### config.mk
export PLATFORM = sky130hd
export DESIGN_NAME = cart_bank_mapper
export DESIGN_NICKNAME = d
export VERILOG_FILES = /design/src/rtl/cart_map_pkg.sv /design/src/rtl/bank_latch.sv /design/src/rtl/prg_decode.sv /design/src/rtl/chr_decode.sv /design/src/rtl/cart_bank_mapper.sv
export SDC_FILE = /design/constraint.sdc
export NUM_CORES = 1
export LEC_CHECK = 0
export ABC_AREA = 1
export BUFFER_PORTS_ARGS = -buffer_cell sky130_fd_sc_hd__buf_4
export CORE_MARGIN = 10
export CORE_UTILIZATION = 30
export CTS_CLUSTER_DIAMETER = 60
export DETAILED_ROUTE_END_ITERATION = 10
export HOLD_SLACK_MARGIN = 0.15
export PLACE_DENSITY_LB_ADDON = 0.2
export REMOVE_ABC_BUFFERS = 1
export SYNTH_ARGS = -nofsm -noshare
export SYNTH_HDL_FRONTEND = slang
export SYNTH_SLANG_ARGS = --single-unit
### constraint.sdc
create_clock -name clk -period 1.8 [get_ports clk]
set_input_delay 0.09 -clock clk [delete_from_list [all_inputs] [get_ports clk]]
set_output_delay 0.09 -clock clk [all_outputs]
set_load 0.01 [all_outputs]
### src/rtl/cart_map_pkg.sv
package cart_map_pkg;
  localparam int PRG_SOCKETS = 6;
  localparam int CHR_SOCKETS = 2;
  localparam int CPU_AW      = 16;
  localparam int PPU_AW      = 14;
  localparam int WIN_AW      = 13;
  localparam int RAM_AW      = 11;
  localparam int DATA_W      = 8;
  localparam int SEL_BIT     = 2;
  localparam logic [CPU_AW-1:0] BANK_PORT = 16'h4016;
  localparam int ALT_SOCKET  = 4;

  // 8 KiB CPU windows, indexed by cpu_addr[15:13]
  typedef enum logic [2:0] {
    WIN_LOW0 = 3'd0, WIN_LOW1 = 3'd1, WIN_LOW2 = 3'd2, WIN_RAM = 3'd3,
    WIN_SW   = 3'd4, WIN_FIX1 = 3'd5, WIN_FIX2 = 3'd6, WIN_FIX3 = 3'd7
  } cpu_win_e;
endpackage

### src/rtl/bank_latch.sv
module bank_latch
  import cart_map_pkg::*;
(
  input  logic              clk,
  input  logic              rst_n,
  input  logic              wr_en,
  input  logic [CPU_AW-1:0] addr,
  input  logic              sel_in,
  output logic              rst_n_sync,
  output logic              bank_q
);
  logic [1:0] rst_pipe;
  logic       load;
  logic       bank_d;

  // asynchronous assert, synchronous release
  always_ff @(posedge clk or negedge rst_n) begin
    if (!rst_n) rst_pipe <= 2'b00;
    else        rst_pipe <= {rst_pipe[0], 1'b1};
  end
  assign rst_n_sync = rst_pipe[1];

  always_comb begin
    load   = wr_en && (addr == BANK_PORT);
    bank_d = sel_in;
  end

  always_ff @(posedge clk or negedge rst_n_sync) begin
    if (!rst_n_sync)  bank_q <= 1'b0;
    else if (load)    bank_q <= bank_d;
  end

  AST_BANK_LOAD: assert property (@(posedge clk) disable iff (!rst_n_sync)
    (wr_en && addr == BANK_PORT) |=> (bank_q == $past(sel_in)));
  AST_BANK_HOLD: assert property (@(posedge clk) disable iff (!rst_n_sync)
    !(wr_en && addr == BANK_PORT) |=> $stable(bank_q));
endmodule

### src/rtl/prg_decode.sv
module prg_decode
  import cart_map_pkg::*;
#(
  parameter logic [PRG_SOCKETS-1:0] PRG_POP = 6'b011111
) (
  input  logic                   clk,
  input  logic                   rst_n,
  input  logic [CPU_AW-1:0]      addr,
  input  logic                   wr,
  input  logic                   bank,
  input  logic                   grant,
  output logic [PRG_SOCKETS-1:0] prg_ce,
  output logic [WIN_AW-1:0]      prg_addr,
  output logic                   ram_ce,
  output logic [RAM_AW-1:0]      ram_addr,
  output logic                   valid
);
  cpu_win_e               win;
  logic [PRG_SOCKETS-1:0] sock_sel;

  always_comb begin
    win      = cpu_win_e'(addr[CPU_AW-1:WIN_AW]);
    sock_sel = '0;
    unique case (win)
      WIN_SW:   sock_sel[bank ? ALT_SOCKET : 0] = 1'b1;
      WIN_FIX1: sock_sel[1] = 1'b1;
      WIN_FIX2: sock_sel[2] = 1'b1;
      WIN_FIX3: sock_sel[3] = 1'b1;
      default:  sock_sel = '0;
    endcase
  end

  for (genvar s = 0; s < PRG_SOCKETS; s++) begin : g_sock
    if (PRG_POP[s]) begin : g_pop
      assign prg_ce[s] = sock_sel[s] && !wr;
    end else begin : g_empty
      assign prg_ce[s] = 1'b0;
    end
  end

  assign prg_addr = addr[WIN_AW-1:0];
  assign ram_ce   = (win == WIN_RAM) && grant;
  assign ram_addr = addr[RAM_AW-1:0];
  assign valid    = !wr && ((|prg_ce) || ram_ce);

  AST_PRG_ONEHOT: assert property (@(posedge clk) disable iff (!rst_n)
    $onehot0(prg_ce));
  AST_RAM_GRANT: assert property (@(posedge clk) disable iff (!rst_n)
    ram_ce |-> grant);
  AST_ROM_WRITE_QUIET: assert property (@(posedge clk) disable iff (!rst_n)
    wr |-> (prg_ce == '0 && !valid));
  AST_FIXED_IGNORES_BANK: assert property (@(posedge clk) disable iff (!rst_n)
    (!wr && addr[CPU_AW-1:WIN_AW] == 3'd7) |-> (prg_ce[3] == PRG_POP[3]));
endmodule

### src/rtl/chr_decode.sv
module chr_decode
  import cart_map_pkg::*;
#(
  parameter logic [CHR_SOCKETS-1:0] CHR_POP = 2'b01
) (
  input  logic                   clk,
  input  logic                   rst_n,
  input  logic [PPU_AW-1:0]      addr,
  input  logic                   bank,
  output logic [CHR_SOCKETS-1:0] chr_ce,
  output logic [WIN_AW-1:0]      chr_addr,
  output logic                   valid,
  output logic                   nt_ce,
  output logic [1:0]             nt_page
);
  logic                   pattern_hit;
  logic [CHR_SOCKETS-1:0] demux;

  always_comb begin
    pattern_hit  = !addr[PPU_AW-1];
    demux        = '0;
    demux[bank]  = pattern_hit;
  end

  for (genvar s = 0; s < CHR_SOCKETS; s++) begin : g_chr
    if (CHR_POP[s]) begin : g_pop
      assign chr_ce[s] = demux[s];
    end else begin : g_empty
      assign chr_ce[s] = 1'b0;
    end
  end

  assign chr_addr = addr[WIN_AW-1:0];
  assign valid    = |chr_ce;
  assign nt_ce    = addr[PPU_AW-1] && (addr[PPU_AW-1:8] != 6'h3F);
  assign nt_page  = addr[11:10];

  AST_CHR_ONEHOT: assert property (@(posedge clk) disable iff (!rst_n)
    $onehot0(chr_ce));
  AST_CHR_EMPTY: assert property (@(posedge clk) disable iff (!rst_n)
    (pattern_hit && !CHR_POP[bank]) |-> !valid);
  AST_NT_APART: assert property (@(posedge clk) disable iff (!rst_n)
    nt_ce |-> (chr_ce == '0));
endmodule

### src/rtl/cart_bank_mapper.sv
module cart_bank_mapper
  import cart_map_pkg::*;
#(
  parameter logic [PRG_SOCKETS-1:0] PRG_POP = 6'b011111,
  parameter logic [CHR_SOCKETS-1:0] CHR_POP = 2'b01
) (
  input  logic                   clk,
  input  logic                   rst_n,
  input  logic [CPU_AW-1:0]      cpu_addr,
  input  logic [DATA_W-1:0]      cpu_wdata,
  input  logic                   cpu_wr,
  input  logic                   ram_grant,
  input  logic [PPU_AW-1:0]      ppu_addr,
  output logic                   bank_sel,
  output logic [PRG_SOCKETS-1:0] prg_ce,
  output logic [WIN_AW-1:0]      prg_addr,
  output logic                   ram_ce,
  output logic [RAM_AW-1:0]      ram_addr,
  output logic                   cpu_valid,
  output logic [CHR_SOCKETS-1:0] chr_ce,
  output logic [WIN_AW-1:0]      chr_addr,
  output logic                   ppu_valid,
  output logic                   nt_ce,
  output logic [1:0]             nt_page
);
  logic rst_n_sync;
  logic unused_wdata;

  assign unused_wdata = ^{cpu_wdata[DATA_W-1:SEL_BIT+1], cpu_wdata[SEL_BIT-1:0]};

  bank_latch i_bank (
    .clk        (clk),
    .rst_n      (rst_n),
    .wr_en      (cpu_wr),
    .addr       (cpu_addr),
    .sel_in     (cpu_wdata[SEL_BIT]),
    .rst_n_sync (rst_n_sync),
    .bank_q     (bank_sel)
  );

  prg_decode #(.PRG_POP(PRG_POP)) i_prg (
    .clk      (clk),
    .rst_n    (rst_n_sync),
    .addr     (cpu_addr),
    .wr       (cpu_wr),
    .bank     (bank_sel),
    .grant    (ram_grant),
    .prg_ce   (prg_ce),
    .prg_addr (prg_addr),
    .ram_ce   (ram_ce),
    .ram_addr (ram_addr),
    .valid    (cpu_valid)
  );

  chr_decode #(.CHR_POP(CHR_POP)) i_chr (
    .clk      (clk),
    .rst_n    (rst_n_sync),
    .addr     (ppu_addr),
    .bank     (bank_sel),
    .chr_ce   (chr_ce),
    .chr_addr (chr_addr),
    .valid    (ppu_valid),
    .nt_ce    (nt_ce),
    .nt_page  (nt_page)
  );
endmodule

## Word-level counts from Yosys, hierarchy flattened

Cells that the tools add are included.
Widths: inputs -> output; s select.

| cells by class | value |
|---|---|
| magnitude comparators | 4 |
| bitwise gates (word level) | 1 |
| muxes and demuxes | 10 |
| reductions and logical operators | 15 |
| equality and inequality tests | 7 |

Operators by type and width:

| kind | count |
|---|---|
| $ge 32x1->1 const B | 1 |
| $lt 32x5->1 const B | 1 |
| $eq 16x15->1 const B | 1 |
| $eq 3x3->1 const B | 4 |
| $logic_and 1x1->1 | 11 |
| $ne 6x6->1 const B | 1 |
| $pmux 1 s2 | 3 |
| $reduce_or 5->1 | 1 |
| $mux 1 | 4 |
| $demux 1 s3 | 1 |
| $eq 3x2->1 const B | 1 |
| $mux 3 | 1 |
| $logic_not 1->1 | 2 |
| $lt 1x2->1 const B | 1 |
| $and 1x1->1 | 1 |
| $demux 1 s1 | 1 |
| $ge 1x1->1 const B | 1 |
| $logic_or 1x1->1 | 1 |

| storage, ports and cells | value |
|---|---|
| bits in registers | 3 |
| output and inout port bits | 52 |
| bits of input ports | 42 |
| logic and storage cells | 39 |

## Longest topological paths before layout

Gate-level depths: netlist (run 1).

| logic depth | value |
|---|---|
| depth in word-level cells | 10 |
| gate-level depth with buffers | 7 |
| gate-level depth less buffers | 7 |

## By module

From an unflattened synthesis (run 1), not the netlist that was laid out.

| unflattened totals | value |
|---|---|
| cells, all modules | 95 |
| area, all modules | 611.8 um^2 |

Modules (own cells, without submodules):

| module | area each (um^2) | sequential area each (um^2) | cells each | times used |
|---|---|---|---|---|
| prg_decode | 286.5 | 0.0 | 45 | 1 |
| bank_latch | 170.2 | 75.1 | 26 | 1 |
| chr_decode | 155.1 | 0.0 | 24 | 1 |

## Least setup slack after synthesis (run 1)

Ideal clock, no wire load.

| path | value |
|---|---|
| path kind | reg-to-output |
| start point | reg i_bank.bank_q |
| end point | out chr_ce[0] |
| required time | 1710 ps |
| stages on the path, launching flop included | 3 |
| buffers on the path | 1 |
| setup slack | 904 ps |
| arrival time | 806 ps |
| cells stage by stage | dfrtp_1 > nor2_1 > buf_4 |

| between the ends | value |
|---|---|
| longest elaborated chain between the ends | 5 |
| elaborated cells between the ends (all ways) | 6 |
| classes of those cells | 2 x order compare; 2 x mux; 1 x bitwise; 1 x reduce/logical |

Ends and longest elaborated chain:

| item | line | text |
|---|---|---|
| start: declaration | bank_latch.sv:10 | `output logic bank_q` |
| start signal: assignment | bank_latch.sv:30 | `else if (load) bank_q <= bank_d;` |
| $lt 1x2->1 (implied by the code) or $ge 1x1->1 (tied branches) | chr_decode.sv:22 | `demux[bank] = pattern_hit;` |
| $logic_and 1x1->1 (implied by the code) | chr_decode.sv:22 |  |
| $mux 1 (implied by the code) | chr_decode.sv:22 |  |
| $demux 1 s1 * | - |  |
| $and 1x1->1 (no source line) * | - |  |
| end: declaration | cart_bank_mapper.sv:20 | `output logic [CHR_SOCKETS-1:0] chr_ce,` |

Mark *: on every way between the ends. The rest lies on a longest branch, timed or not.

==> impl.org, run 1 <==
** Synthesis
- Adder-cell share of the synthesized area :: 0
- Dominant combinational cell family by area after synthesis :: buffers and inverters
- Count of flip-flops with a built-in enable after synthesis :: 0
- Number of unique standard cell types used by synthesis :: 14
- Most common cell in the synthesized netlist :: sky130_fd_sc_hd__buf_4
- Counting flops with an async set or reset pin after synthesis yields a share of 1.00.
- The synthesized-area fraction occupied by ao, oa, aoi and oai cells was 0.0217.
- The most used flip-flop cell after synthesis is sky130_fd_sc_hd__dfrtp_1.
- The cell count after synthesis came out at 87.
- Of the total synthesized cell area, the portion taken by XOR and XNOR cells is 0.
- Averaged over all synthesized cells, the footprint is 6.63 sq um.
- Library cell with the largest summed area after synthesis :: sky130_fd_sc_hd__buf_4
- Of the total synthesized cell area, the portion taken by AND, OR, NAND and NOR gates is 0.236.
- Synthesis inferred 3 register bits.
- Synth warn :: 0
- By area the synthesized netlist is led by sky130_fd_sc_hd__buf_4, sky130_fd_sc_hd__dfrtp_1, sky130_fd_sc_hd__nor2_1.
- Share of the yosys chip area belonging to registers :: 0.130
- Share of Yosys cell area claimed by the top area cell type :: 0.547
- In this run the cell area of the synthesized design comes to 577 sq um.
- After synthesis, the share of cell area in mux cells is 0.
- Most frequent cells after synthesis :: sky130_fd_sc_hd__buf_4, sky130_fd_sc_hd__nor2_1, sky130_fd_sc_hd__nand2_1

** Die
- Initial core utilization :: 0.324
- The core region is ~1800 sq um.
- Die width :: 63.9 um
- I/O pin count :: 94
- The floorplan step defined a die boundary enclosing a little over 4000 sq um.
- Vertical die dimension :: around 64 um
- Row generation in the floorplan step produced 15 rows.

** Setup path
- The worst setup path is captured at a flop.
- Element type at the critical path start :: primary input
- The worst setup path is of the in -> reg kind.
- Worst setup slack for register-to-register paths :: 1.14 ns
- Along the worst path, the maximum fanout reaches 1.
- Crit. Startpoint :: cpu_wdata[2]
- At the worst endpoint, the arrival time is roughly 1.4 ns.
- Data on the critical path is required at its endpoint by 1.92 ns.
- Beginning of the worst register-to-register path :: i_bank.bank_q$_DFFE_PN0P_

** CTS
- Worst skew pair latency :: 0.23 ns
- The tree is rooted in a sky130_fd_sc_hd__clkbuf_4.
- Buffers inserted during clock tree synthesis total 3.
- CTS Sinks :: 3
- CTS built an H-tree with a depth of 1.
- TritonCTS built the clock tree.
- After clock tree synthesis, the clock-pin slew on the worst setup and hold paths is 0.04 ns.
- Counting along the longest clock path gives a buffer depth of 2.

** Drt
- After detailed routing, the number of remaining DRC violations is 0.
- The first routing iteration left 17 violations.
- Total number of vias :: ~580
- Number of routed nets with antenna violations :: 0
- Final routed wire length divided by cell count :: 15.0 um
- The routed design has between 2000 and 2500 um of wire.
- For this run, the detailed router's first-pass iteration total came to 2.
- After detailed routing, the number of vias per cell comes to approximately 4.

** Status
- The run finished with clean final reports.

** STA
- Final sum of negative setup slack :: 0 ns
- Worst setup skew after layout :: about 0.0011 ns
- The number of failing hold endpoints at the final stage came to 0.
- Setup violations remaining at the end of the flow were counted as 0.
- Final period demand of the worst path :: around 1.3 ns
- Final clock period utilization by the worst path :: 0.736
- Achievable frequency :: about 750 MHz
- The count of final max-slew check failures was 0.
- Setup repair after global routing left no endpoint under its margin.

** Power and ir drop
- Highest ir drop seen on vdd :: around 0.29 mV
- The share of total power dissipated in sequential elements is 0.193.
- For this design the ratio of total power to cell area is 419 nW/um^2.
- Of the total power, the share spent switching nets is 0.307.
- Logic gate share of total power :: 0.490
- In this run the static leakage power is approximately 0.00049 uW.
- Relative contribution of the clock network to total power :: 0.317
- Switching power :: between 100 and 150 uW
- Int Power :: around 250 uW

** Cells and area
- Footprint of the multi-input gates :: between 150 and 200 sq um
- Registers take between 70 and 80 sq um.
- Post-synthesis to final-layout area growth :: 51.4%
- Fin area :: about 870 sq um
- Count of antenna diodes in the layout :: 0
- The net count of the finished layout is ~170.
- Fill count :: around 190
- Of the cells placed in the final design, the portion with a size suffix greater than 1 is 0.623.

** Placement
- PortBufs :: between 60 and 70
- In this run the cell area measured after placement is 807 sq um.
- Routability-driven placement finished with a final weighted congestion of about 0.77.
- Once detailed placement completed, the half-perimeter wirelength came to approximately 2000 um.

** Worst hold path
- Min-Delay Path Class :: in -> async

** Job
- Across the run, the number of max-cap violations was 0.

** Global routing
- Number of global-route vias before repair :: ~600
- Initial antenna violation count :: 0
- Entering global routing, the biggest net connects 6 pins.
- The first global-routing pass estimated ~3200 um of wire.
- Global-route usage over all layers :: 0.0990
- After global routing the overflow that remains totals 0.
==> layout by cell type, fill, tap and decap left out <==
cell / Yosys / routed
sky130_fd_sc_hd__buf_4: 42 / 68
sky130_fd_sc_hd__clkbuf_1: 0 / 1
sky130_fd_sc_hd__clkbuf_4: 0 / 3
sky130_fd_sc_hd__conb_1: 2 / 3
sky130_fd_sc_hd__dfrtp_1: 3 / 3
sky130_fd_sc_hd__dlygate4sd3_1: 0 / 4
sky130_fd_sc_hd__inv_1: 6 / 6
sky130_fd_sc_hd__inv_2: 2 / 2
sky130_fd_sc_hd__nand2_1: 7 / 7
sky130_fd_sc_hd__nand3_1: 4 / 4
sky130_fd_sc_hd__nand4_1: 1 / 1
sky130_fd_sc_hd__nor2_1: 12 / 12
sky130_fd_sc_hd__nor2_2: 2 / 2
sky130_fd_sc_hd__nor2_4: 1 / 1
sky130_fd_sc_hd__nor3_1: 3 / 3
sky130_fd_sc_hd__o21a_1: 1 / 1
sky130_fd_sc_hd__o21ai_0: 1 / 1
==> per-layer routing <==
layer	track usage	vias up	wire, um
met3	0.0645	0	322
met4	0.0246	0	0
li1	-	288	-
met1	0.123	226	1030
met2	0.137	70	862
met5	0	-	0
==> final timing paths <==
check                      depth (start not counted)                           end
setup / recovery                                   5     i_bank.bank_q$_DFFE_PN0P_
hold / removal                                     2  i_bank.rst_pipe[1]$_DFF_PN0_
setup reg to reg                                   2     i_bank.bank_q$_DFFE_PN0P_
hold reg to reg                                    0  i_bank.rst_pipe[1]$_DFF_PN0_
max in group asynchronous                          1     i_bank.bank_q$_DFFE_PN0P_
min in group clk                                   4     i_bank.bank_q$_DFFE_PN0P_
==> logic make-up (layout without fill, tap and decap cells) <==
group / after synthesis / count (layout)
AO/OA/AOI/OAI: 2 / 2
buffers and inverters: 50 / 84
flip-flops: 3 / 3
other: 2 / 3
AND/OR/NAND/NOR: 30 / 30
==> power groups by stage <==
stage                     sequential, uW  clock, uW  combinational, uW
final                               70.6        116                179
after CTS                           70.6        121                182
after global placement              71.7          0                175
after detailed placement            71.7          0                176
after floorplan                     71.5          0               24.6
after global routing                70.7        129                195
==> what timing repair did <==
| item | 4_1_cts | 5_1_grt |
|---|---|---|
| setup buffers | 0 | 0 |
| hold buffers | 4 | 0 |
| resized for setup | 0 | 0 |
| endpoints found under the hold margin | 4 | 0 |
==> per-stage QoR <==
step / util / hold slack [ns] / worst slack, ns / total power [uW] / std cells
floorplan: - / -0.206 / 0.981 / 96.0 / 46
global placement: 0.453 / -0.128 / 0.982 / 246 / 139
detailed placement: 0.453 / -0.127 / 0.957 / 248 / 139
CTS: 0.490 / 0.167 / 0.483 / 373 / 147
global route: 0.490 / 0.178 / 0.453 / 394 / 147
finish: 0.490 / 0.175 / 0.475 / 366 / 147
==> state kept, by name (all words and copies together) (netlist names) <==
register	cells
i_bank.rst_pipe	2
i_bank.bank_q	1
==> critical path, stage by stage <==
cell and delay, ns:
sky130_fd_sc_hd__dlygate4sd3_1 0.54, sky130_fd_sc_hd__buf_4 0.13, sky130_fd_sc_hd__nand4_1 0.07, sky130_fd_sc_hd__dlygate4sd3_1 0.55, sky130_fd_sc_hd__nand2_1 0.05
==> layout make-up <==
cell class | instances | share of cell area
timing repair buffer | 72 | 0.630
sequential | 3 | 0.0860
multi-input combinational | 35 | 0.183
tap | 25 | 0.0358
inverter | 8 | 0.0344
clock buffer | 4 | 0.0301
(Power assumes the default switching activity.)
==> run 2: changes to the inputs <==
- ABC_AREA: 1 -> 0
- CORE_UTILIZATION: 30 -> 27
- clock period: 1.8 -> 1.4 ns (I/O delays scaled with it)
==> run 2 against run 1 <==
  * Power rose by 36%
  * Sequential share of layout area fell by 0.67 points
  * Register-to-register slack got worse by 0.56 ns
  * Count of clock-buffer cells in the layout did not move
  * Global-route usage rose by 0.49 points
  * Die area rose by 3.5%
  * Critical endpoint unchanged
  * Largest power group unchanged
==> impl.org, run 2 <==
** Status
- The flow ran to the end, and the final reports show no timing, DRC or antenna violations.

** CTS
- Number of buffers on the longest clock path :: 2 (unchanged)
- Clock root buffer master :: sky130_fd_sc_hd__clkbuf_4
- Post-CTS Resized :: 0 (unchanged)
- Hold buffer count at cts :: 12 (+8)
- The number of buffers inserted by post-CTS setup repair is 0 (unchanged).
- The H-tree depth reported by CTS is 1 (unchanged).
- The post-CTS clock slew at the launch and capture registers of the worst setup and hold paths was 0.04 ns (about the same).
- The number of buffers created by CTS was 3 (unchanged).
- CTS Sinks :: 3 (unchanged)
- The insertion delay to the later sink of the worst-skew pair was 0.23 ns (about the same).
- TritonCTS clock tree :: done

** Cells and area
- The area used by sequential logic in the layout was 75.1 sq um (unchanged).
- The layout filler cell count was 194 (+4.3%).
- Leaving out fill and tap cells, the most frequent cells in the layout are sky130_fd_sc_hd__buf_4, sky130_fd_sc_hd__dlygate4sd3_1, sky130_fd_sc_hd__nor2_1.
- The flip-flop count of the largest register, all copies and words added was 2 (unchanged).
- The number of non-filler instances in the completed layout was 142 (-3.4%).
- Most frequent standard cell in the layout excluding fill and tap cells :: sky130_fd_sc_hd__buf_4
- The proportion of layout cells with a drive suffix above 1 was 0.661 (+0.0379).
- Relative to the synthesized area, the layout overhead comes to 73.6%.
- The multi-input combinational cell area was 155 sq um (-3.1%).
- The final design area excluding fillers was 947 sq um (+8.5%).
- Register containing the most flip-flops in the final layout :: i_bank.rst_pipe
- The count of nets after finishing came to 158 (-4.2%).
- Largest registers :: i_bank.rst_pipe x2, i_bank.bank_q x1
- The number of antenna cells inserted came to 0 (unchanged).

** Synthesis
- The cell count after synthesis came to 69 (-21%).
- Most frequent cells after synthesis :: sky130_fd_sc_hd__buf_4, sky130_fd_sc_hd__nor2_1, sky130_fd_sc_hd__dfrtp_1
- Synth warn :: 0 (unchanged)
- The multiplexer fraction of the synthesized cell area is 0.0206 (+0.0206).
- The parity-gate share of the synthesized area counting xor and xnor cells came to 0 (unchanged).
- Count of flip-flops with a built-in enable after synthesis :: 0 (unchanged)
- The area share of and/or/nand/nor cells after synthesis came to 0.220 (-0.0163).
- The share of the synthesized area in the top cell type is 0.578 (+0.0313).
- Synth Area in Compound Gates :: 0.0229 (+0.00124)
- The part of the Yosys area used for sequential elements was 0.138 (+0.00746).
- Proportion of synthesized flip-flops having asynchronous set or reset :: 1.00 (unchanged)
- #FFs+latches synth :: 3 (unchanged)
- Dominant combinational cell family by area after synthesis :: buffers and inverters
- The synthesized design spends more area on one cell type than any other, namely sky130_fd_sc_hd__buf_4.
- The average footprint of a synthesized cell came to 7.91 sq um (+19%).
- Post-synthesis instance area :: 546 sq um (-5.4%)
- Most common cell in the synthesized netlist :: sky130_fd_sc_hd__buf_4
- The number of distinct standard cells referenced by the synthesized netlist came to 18 (+4).
- Most used DFF post-synth :: sky130_fd_sc_hd__dfrtp_1
- Adder-cell share of the synthesized area :: 0 (unchanged)
- Ranking of synthesized cells by area :: sky130_fd_sc_hd__buf_4, sky130_fd_sc_hd__dfrtp_1, sky130_fd_sc_hd__nor2_1

** Global routing
- Initial antenna violation count :: 0 (unchanged)
- The remaining global-route overflow was 0 (unchanged).
- First-pass GRT wire length :: 3460 um (+6.6%)
- Met2 track demand over resource :: 0.213 (+0.0762)
- The layer flagged by global routing as most heavily used is met2.
- The maximum number of pins on one net before global-route repair is 8 (+2).
- Met1 global-route usage :: 0.0942 (-0.0288)
- Number of global-route vias before repair :: 626 (+4.7%)
- The overall track demand over capacity in global routing came to 0.104 (+0.00486).
- The routing usage on met3 was 0.0395 (-0.0249).

** Setup path
- Crit-path slowest cell :: sky130_fd_sc_hd__or4b_4
- The largest stage delay on the critical path is 0.52 ns (-0.03 ns).
- Signal arrival time at the worst endpoint :: 1.31 ns (-0.13 ns)
- Worst setup slack for register-to-register paths :: 0.58 ns (-0.56 ns)
- The critical path is of the in -> reg type.
- Beginning of the worst register-to-register path :: i_bank.bank_q$_DFFE_PN0P_
- Endpoint of the most critical register-to-register path :: i_bank.bank_q$_DFFE_PN0P_
- Reg2Reg Depth :: 1 (-1)
- The top fanout value on the critical path came to 2 (+1).
- The worst setup path is captured at a flop.
- Required @ worst endpoint :: 1.51 ns (-0.41 ns)
- Element type at the critical path start :: primary input
- Critical Path, Cell by Cell :: buf_4, or4b_4, nor4b_2, mux2_1

** Drt
- The total length of routed wires is 2350 um (+6.2%).
- Total number of vias :: 546 (-6.5%)
- First drt pass iteration count :: 4 (+2)
- The detail-routed net length per standard cell is 16.5 um (+10%).
- The final antenna-violating net count is 0 (unchanged).
- The DRC violations left was 0 (unchanged).
- The average via count per standard cell was 3.85 (-3.2%).
- First-iteration detailed-routing DRC count :: 24 (+7)

** Die
- The die width is 65.0 um (+1.7%).
- The floorplan die height came to 65.0 um (+1.7%).
- The boundary pin count is 94 (unchanged).
- Std-Cell Rows :: 16 (+1)
- Area of the die :: 4220 sq um (+3.5%)
- The effective utilization at floorplan came to 0.281 (-0.0426).
- The area inside the core boundary came to 1940 sq um (+8.9%).

** STA
- Unrepaired setup endpoints after global routing :: false
- The worst clock skew is 0.000102 ns (-0.00101 ns).
- The tightest hold margin is 0.236 ns (+0.0602 ns).
- The worst setup slack after layout came to 0.194 ns (-0.281 ns).
- Achievable frequency :: around 830 MHz
- Final max-slew violation count :: 0 (unchanged)
- Subtracting the final worst setup slack from the clock period gives roughly 1.2 ns.
- Final clock period utilization by the worst path :: 0.861
- The number of failing hold endpoints at the final stage came to 0 (unchanged).
- The number of failing setup endpoints in the final timing report is 0 (unchanged).

** Placement
- The number of port buffers was 68 (unchanged).
- The weighted congestion reported at the end of routability-driven placement is 0.652 (-15%).
- Cell Count Post-Placement :: 126 (-9.4%)
- Worst slack at placement :: -0.0604 ns (-1.02 ns)
- Placed cell areas :: 801 sq um (-0.78%)

** Power and ir drop
- Leakage :: 0.000502 uW (+2.5%)
- The total power of the final layout is 499 uW (+36%).
- Pwr per Cell Area :: 527 nW/um^2 (+26%)
- The worst ir drop on vdd came to 0.367 mV (+28%).

** Worst hold path
- Worst min-delay path endpoint :: i_bank.bank_q$_DFFE_PN0P_
- Along the worst hold path, the cell count comes to 3.
- The path class of the tightest hold or removal check is in -> reg.
- In this run the most critical hold path is launched from cpu_addr[13].

** Job
- The number of violations of the max-capacitance limit came to 0 (unchanged).
[run 2: cell types whose count changed after synthesis, sizes merged, moves of 2 or more]
cell and change:
nor2 -11, inv -7, nand2 -5, nor4 +2
nand3 -2, nor3 -3, nor3b +2, nor4b +2
[run 2: cells by family (layout without fill, tap and decap cells)]
| group | Yosys count | in the layout |
|---|---|---|
| mux | 1 | 1 |
| flops | 3 | 3 |
| other cells | 2 | 3 |
| simple gates | 18 | 18 |
| buf+inv | 43 | 88 |
| compound gates | 2 | 2 |
[run 2: metal layers]
layer | up-vias | wire, um
met5 | - | 0
met4 | 0 | 8
met3 | 2 | 160
met2 | 25 | 1460
met1 | 244 | 719
li1 | 275 | -
[run 2: per-stage QoR]
stage | util | TNS [ns]
2_1_floorplan | - | 0
3_3_place_gp | 0.412 | -0.0563
3_5_place_dp | 0.412 | -0.0604
4_1_cts | 0.488 | 0
5_1_grt | 0.488 | 0
6_report | 0.488 | 0
[run 2: where the power goes]
group	switching, uW	internal (uW)
Clock	42.0	107
Combinational	109	151
Sequential	0.573	90.1
[run 2: how the worst max path moves through the flow]
stage	from	endpoint	slack, ns	cells after the start
2_1_floorplan	cpu_addr[0]	i_bank.bank_q$_DFFE_PN0P_	0.10	3
3_3_place_gp	cpu_addr[0]	i_bank.bank_q$_DFFE_PN0P_	-0.06	4
3_5_place_dp	cpu_addr[0]	i_bank.bank_q$_DFFE_PN0P_	-0.06	4
4_1_cts	cpu_addr[0]	i_bank.bank_q$_DFFE_PN0P_	0.19	4
5_1_grt	cpu_addr[0]	i_bank.bank_q$_DFFE_PN0P_	0.13	4
6_report	cpu_addr[0]	i_bank.bank_q$_DFFE_PN0P_	0.19	4
[run 2: cell type report]
type	instances	share of cell area
flip-flops and latches	3	0.0793
multi-input cells	24	0.164
inverters	1	0.00396
clock buffers	4	0.0277
well taps	27	0.0357
repair buffers	83	0.690
[run 2: critical path, delay by kind of cell]
| kind | cells | cell delay, ns |
|---|---|---|
| mux | 1 | 0.34 |
| simple gates | 2 | 0.79 |
| buf+inv | 1 | 0.11 |
==> run 3: changes to the inputs <==
- CORE_ASPECT_RATIO: unset -> 1.5
==> run 3 against run 2 <==
  * Sequential share of layout area up 0.13 points
  * Highest routed layer unchanged
  * Wire length down 4.0%
  * Die area increased by 0.87%
  * Utilization is 0.86 points higher
  * Critical path depth unchanged
  * Largest cell class unchanged
  * Global-route usage is 0.88 points lower
  * Final area down 1.6%
  * Register-to-register slack hardly changed
==> impl.org, run 3 (synthesis gave the netlist of run 2 again) <==
** Placement
- The number of port buffers was 68 (unchanged).
- The placed cell count is 119 (-5.6%).
- Worst slack at placement :: -0.0843 ns (-0.0240 ns)
- Post-detail-place hpwl :: roughly 1900 um
- The weighted congestion reported at the end of routability-driven placement came to 0.664 (+1.8%).

** Setup path
- The worst setup path is of the in -> reg kind.
- The minimum setup slack among reg-to-reg paths is 0.58 ns (about the same).
- Crit. End Element :: flop
- Signal arrival time at the worst endpoint :: 1.33 ns (+0.02 ns)
- The worst path required time was 1.51 ns (about the same).
- The top fanout value on the critical path was 3 (+1).
- Element type at the critical path start :: primary input

** Drt
- Total number of vias :: 559 (+2.4%)
- The detail-routed net length per standard cell came to 16.7 um (+0.93%).
- The total length of routed wires came to 2250 um (-4.0%).
- The DRC violations left came to 0 (unchanged).
- The first-iteration detailed-routing DRC count was 0 (-100%).
- The average via count per standard cell was 4.14 (+7.7%).
- Number of routed nets with antenna violations :: 0 (unchanged)
- The first-pass iteration count of the detailed router was 1 (-3).

** Cells and area
- The largest registers in the layout are i_bank.rst_pipe x2, i_bank.bank_q x1.
- The number of antenna cells inserted was 0 (unchanged).
- Leaving out fill and tap cells, the most frequent cell in the layout is sky130_fd_sc_hd__buf_4.
- Counting flops per register, the top entry is i_bank.rst_pipe.
- The count of nets after finishing is 157 (-0.63%).
- Non-filler cells in the finished layout :: 135 (-4.9%)
- Final core utilization :: 0.496 (+0.00858)
- Flip-flop count of the largest register after layout :: 2 (unchanged)
- Most frequent cells in the layout :: sky130_fd_sc_hd__buf_4, sky130_fd_sc_hd__dlygate4sd3_1, sky130_fd_sc_hd__nor2_1
- Post-synthesis to final-layout area growth :: 70.9%
- The proportion of layout cells with a drive suffix above 1 came to 0.658 (-0.00297).

** Global routing
- Initial antenna violation count :: 0 (unchanged)
- The routing usage on met3 is 0.0438 (+0.00425).
- After global routing, the most crowded layer is met2.
- The global routing usage on met2 came to 0.187 (-0.0260).
- Met1 global-route usage :: 0.0853 (-0.00892)
- The via count of the first global-routing pass is 614 (-1.9%).
- The maximum number of pins on one net before global-route repair came to 8 (unchanged).
- Leftover overflow at the end of global routing :: 0 (unchanged)
- The first-pass GRT wire length was 3240 um (-6.4%).
- The overall track demand over capacity in global routing was 0.0951 (-0.00880).

** Job
- The number of violations of the max-capacitance limit is 0 (unchanged).

** Power and ir drop
- Highest ir drop seen on vdd :: 0.321 mV (-13%)
- The total power per unit cell area came to 534 nW/um^2 (+1.4%).
- The leakage power is 0.000497 uW (-0.96%).

** Status
- Result of the run :: finished, final reports clean

** STA
- The top achievable clock speed is 818 MHz (-1.3%).
- The count of final max-slew check failures was 0 (unchanged).
- Unrepaired setup endpoints after global routing :: false
- The number of failing setup endpoints in the final timing report is 0 (unchanged).
- Final setup margin :: 0.178 ns (-0.0161 ns)
- The share of the clock period used by the worst path after layout was 0.873 (+0.0115).
- Hold violation count in the final report :: 0 (unchanged)
- The time the worst path needs with I/O delays and setup was 1.22 ns (+0.0161 ns).
- Worst setup skew after layout :: 0.00228 ns (+0.00218 ns)

** CTS
- The number of buffers created by CTS came to 3 (unchanged).
- Clock tree synthesis selected as its root buffer the cell sky130_fd_sc_hd__clkbuf_4.
- Deepest level of the CTS H-tree :: 1 (unchanged)
- Post-CTS Resized :: 0 (unchanged)
- CTS Sinks :: 3 (unchanged)
- The number of buffers inserted by post-CTS setup repair was 0 (unchanged).
- The insertion delay to the later sink of the worst-skew pair was 0.23 ns (about the same).
- The post-CTS clock slew at the launch and capture registers of the worst setup and hold paths is 0.04 ns (about the same).
- TritonCTS built the clock tree.
- Number of buffers on the longest clock path :: 2 (unchanged)

** Die
- Vertical die dimension :: 75.1 um (+16%)
- The area inside the core boundary is 1880 sq um (-3.3%).
- The boundary pin count is 94 (unchanged).
- Initial core utilization :: 0.290 (+0.00955)
- Std-Cell Rows :: 19 (+3)
- Area of the die :: 4260 sq um (+0.87%)
- The die width came to 56.7 um (-13%).

** Worst hold path
- The min-delay analysis places its worst path in the category in -> reg.
run 3: cell types whose count changed in the layout (fill, tap and decap cells not counted):
cell / change
sky130_fd_sc_hd__buf_4: -1
run 3: critical path, cell delays in order:
cell                      delay [ns]
sky130_fd_sc_hd__buf_4          0.12
sky130_fd_sc_hd__or4b_4         0.53
sky130_fd_sc_hd__nor4b_2        0.27
sky130_fd_sc_hd__mux2_1         0.35
run 3: area by class of cell:
| type | count | area [sq um] |
|---|---|---|
| clock buffer | 4 | 26.3 |
| fill | 195 | 946 |
| inverter | 1 | 3.75 |
| multi-input combinational | 24 | 155 |
| sequential | 3 | 75.1 |
| tap | 21 | 26.3 |
| timing repair buffer | 82 | 646 |
run 3: repair_timing:
item                       CTS  global route
hold endpoints to repair    12             0
setup endpoints to repair    0             0
hold buffers                12             0
run 3: power breakdown:
part,internal [uW],total (uW),switching (uW)
combinational,149,256,107
sequential,90.1,90.6,0.536
clock,107,151,44.5
run 3: final timing paths:
kind / startpoint / cells after the start / to
max in group asynchronous: rst_n / 3 / i_bank.rst_pipe[1]$_DFF_PN0_
worst max-delay path: cpu_addr[0] / 4 / i_bank.bank_q$_DFFE_PN0P_
worst min register to register: i_bank.rst_pipe[0]$_DFF_PN0_ / 0 / i_bank.rst_pipe[1]$_DFF_PN0_
min in group asynchronous: i_bank.rst_pipe[1]$_DFF_PN0_ / 1 / i_bank.bank_q$_DFFE_PN0P_
worst max register to register: i_bank.bank_q$_DFFE_PN0P_ / 1 / i_bank.bank_q$_DFFE_PN0P_
worst min-delay path: cpu_addr[13] / 3 / i_bank.bank_q$_DFFE_PN0P_
run 3: per-stage QoR:
step | cell area [sq um] | power [uW] | hold WS, ns | TNS [ns]
floorplan | 234 | 117 | -0.226 | 0
global placement | 786 | 314 | -0.147 | -0.0552
detailed placement | 786 | 315 | -0.145 | -0.0843
CTS | 932 | 513 | 0.229 | 0
global route | 932 | 528 | 0.249 | 0
finish | 932 | 498 | 0.233 | 0
run 3: per-layer routing:
metal	share of wire	up-vias
met5	0	-
met1	0.30	253
met4	0.0035	0
met3	0.11	2
li1	-	271
met2	0.59	33
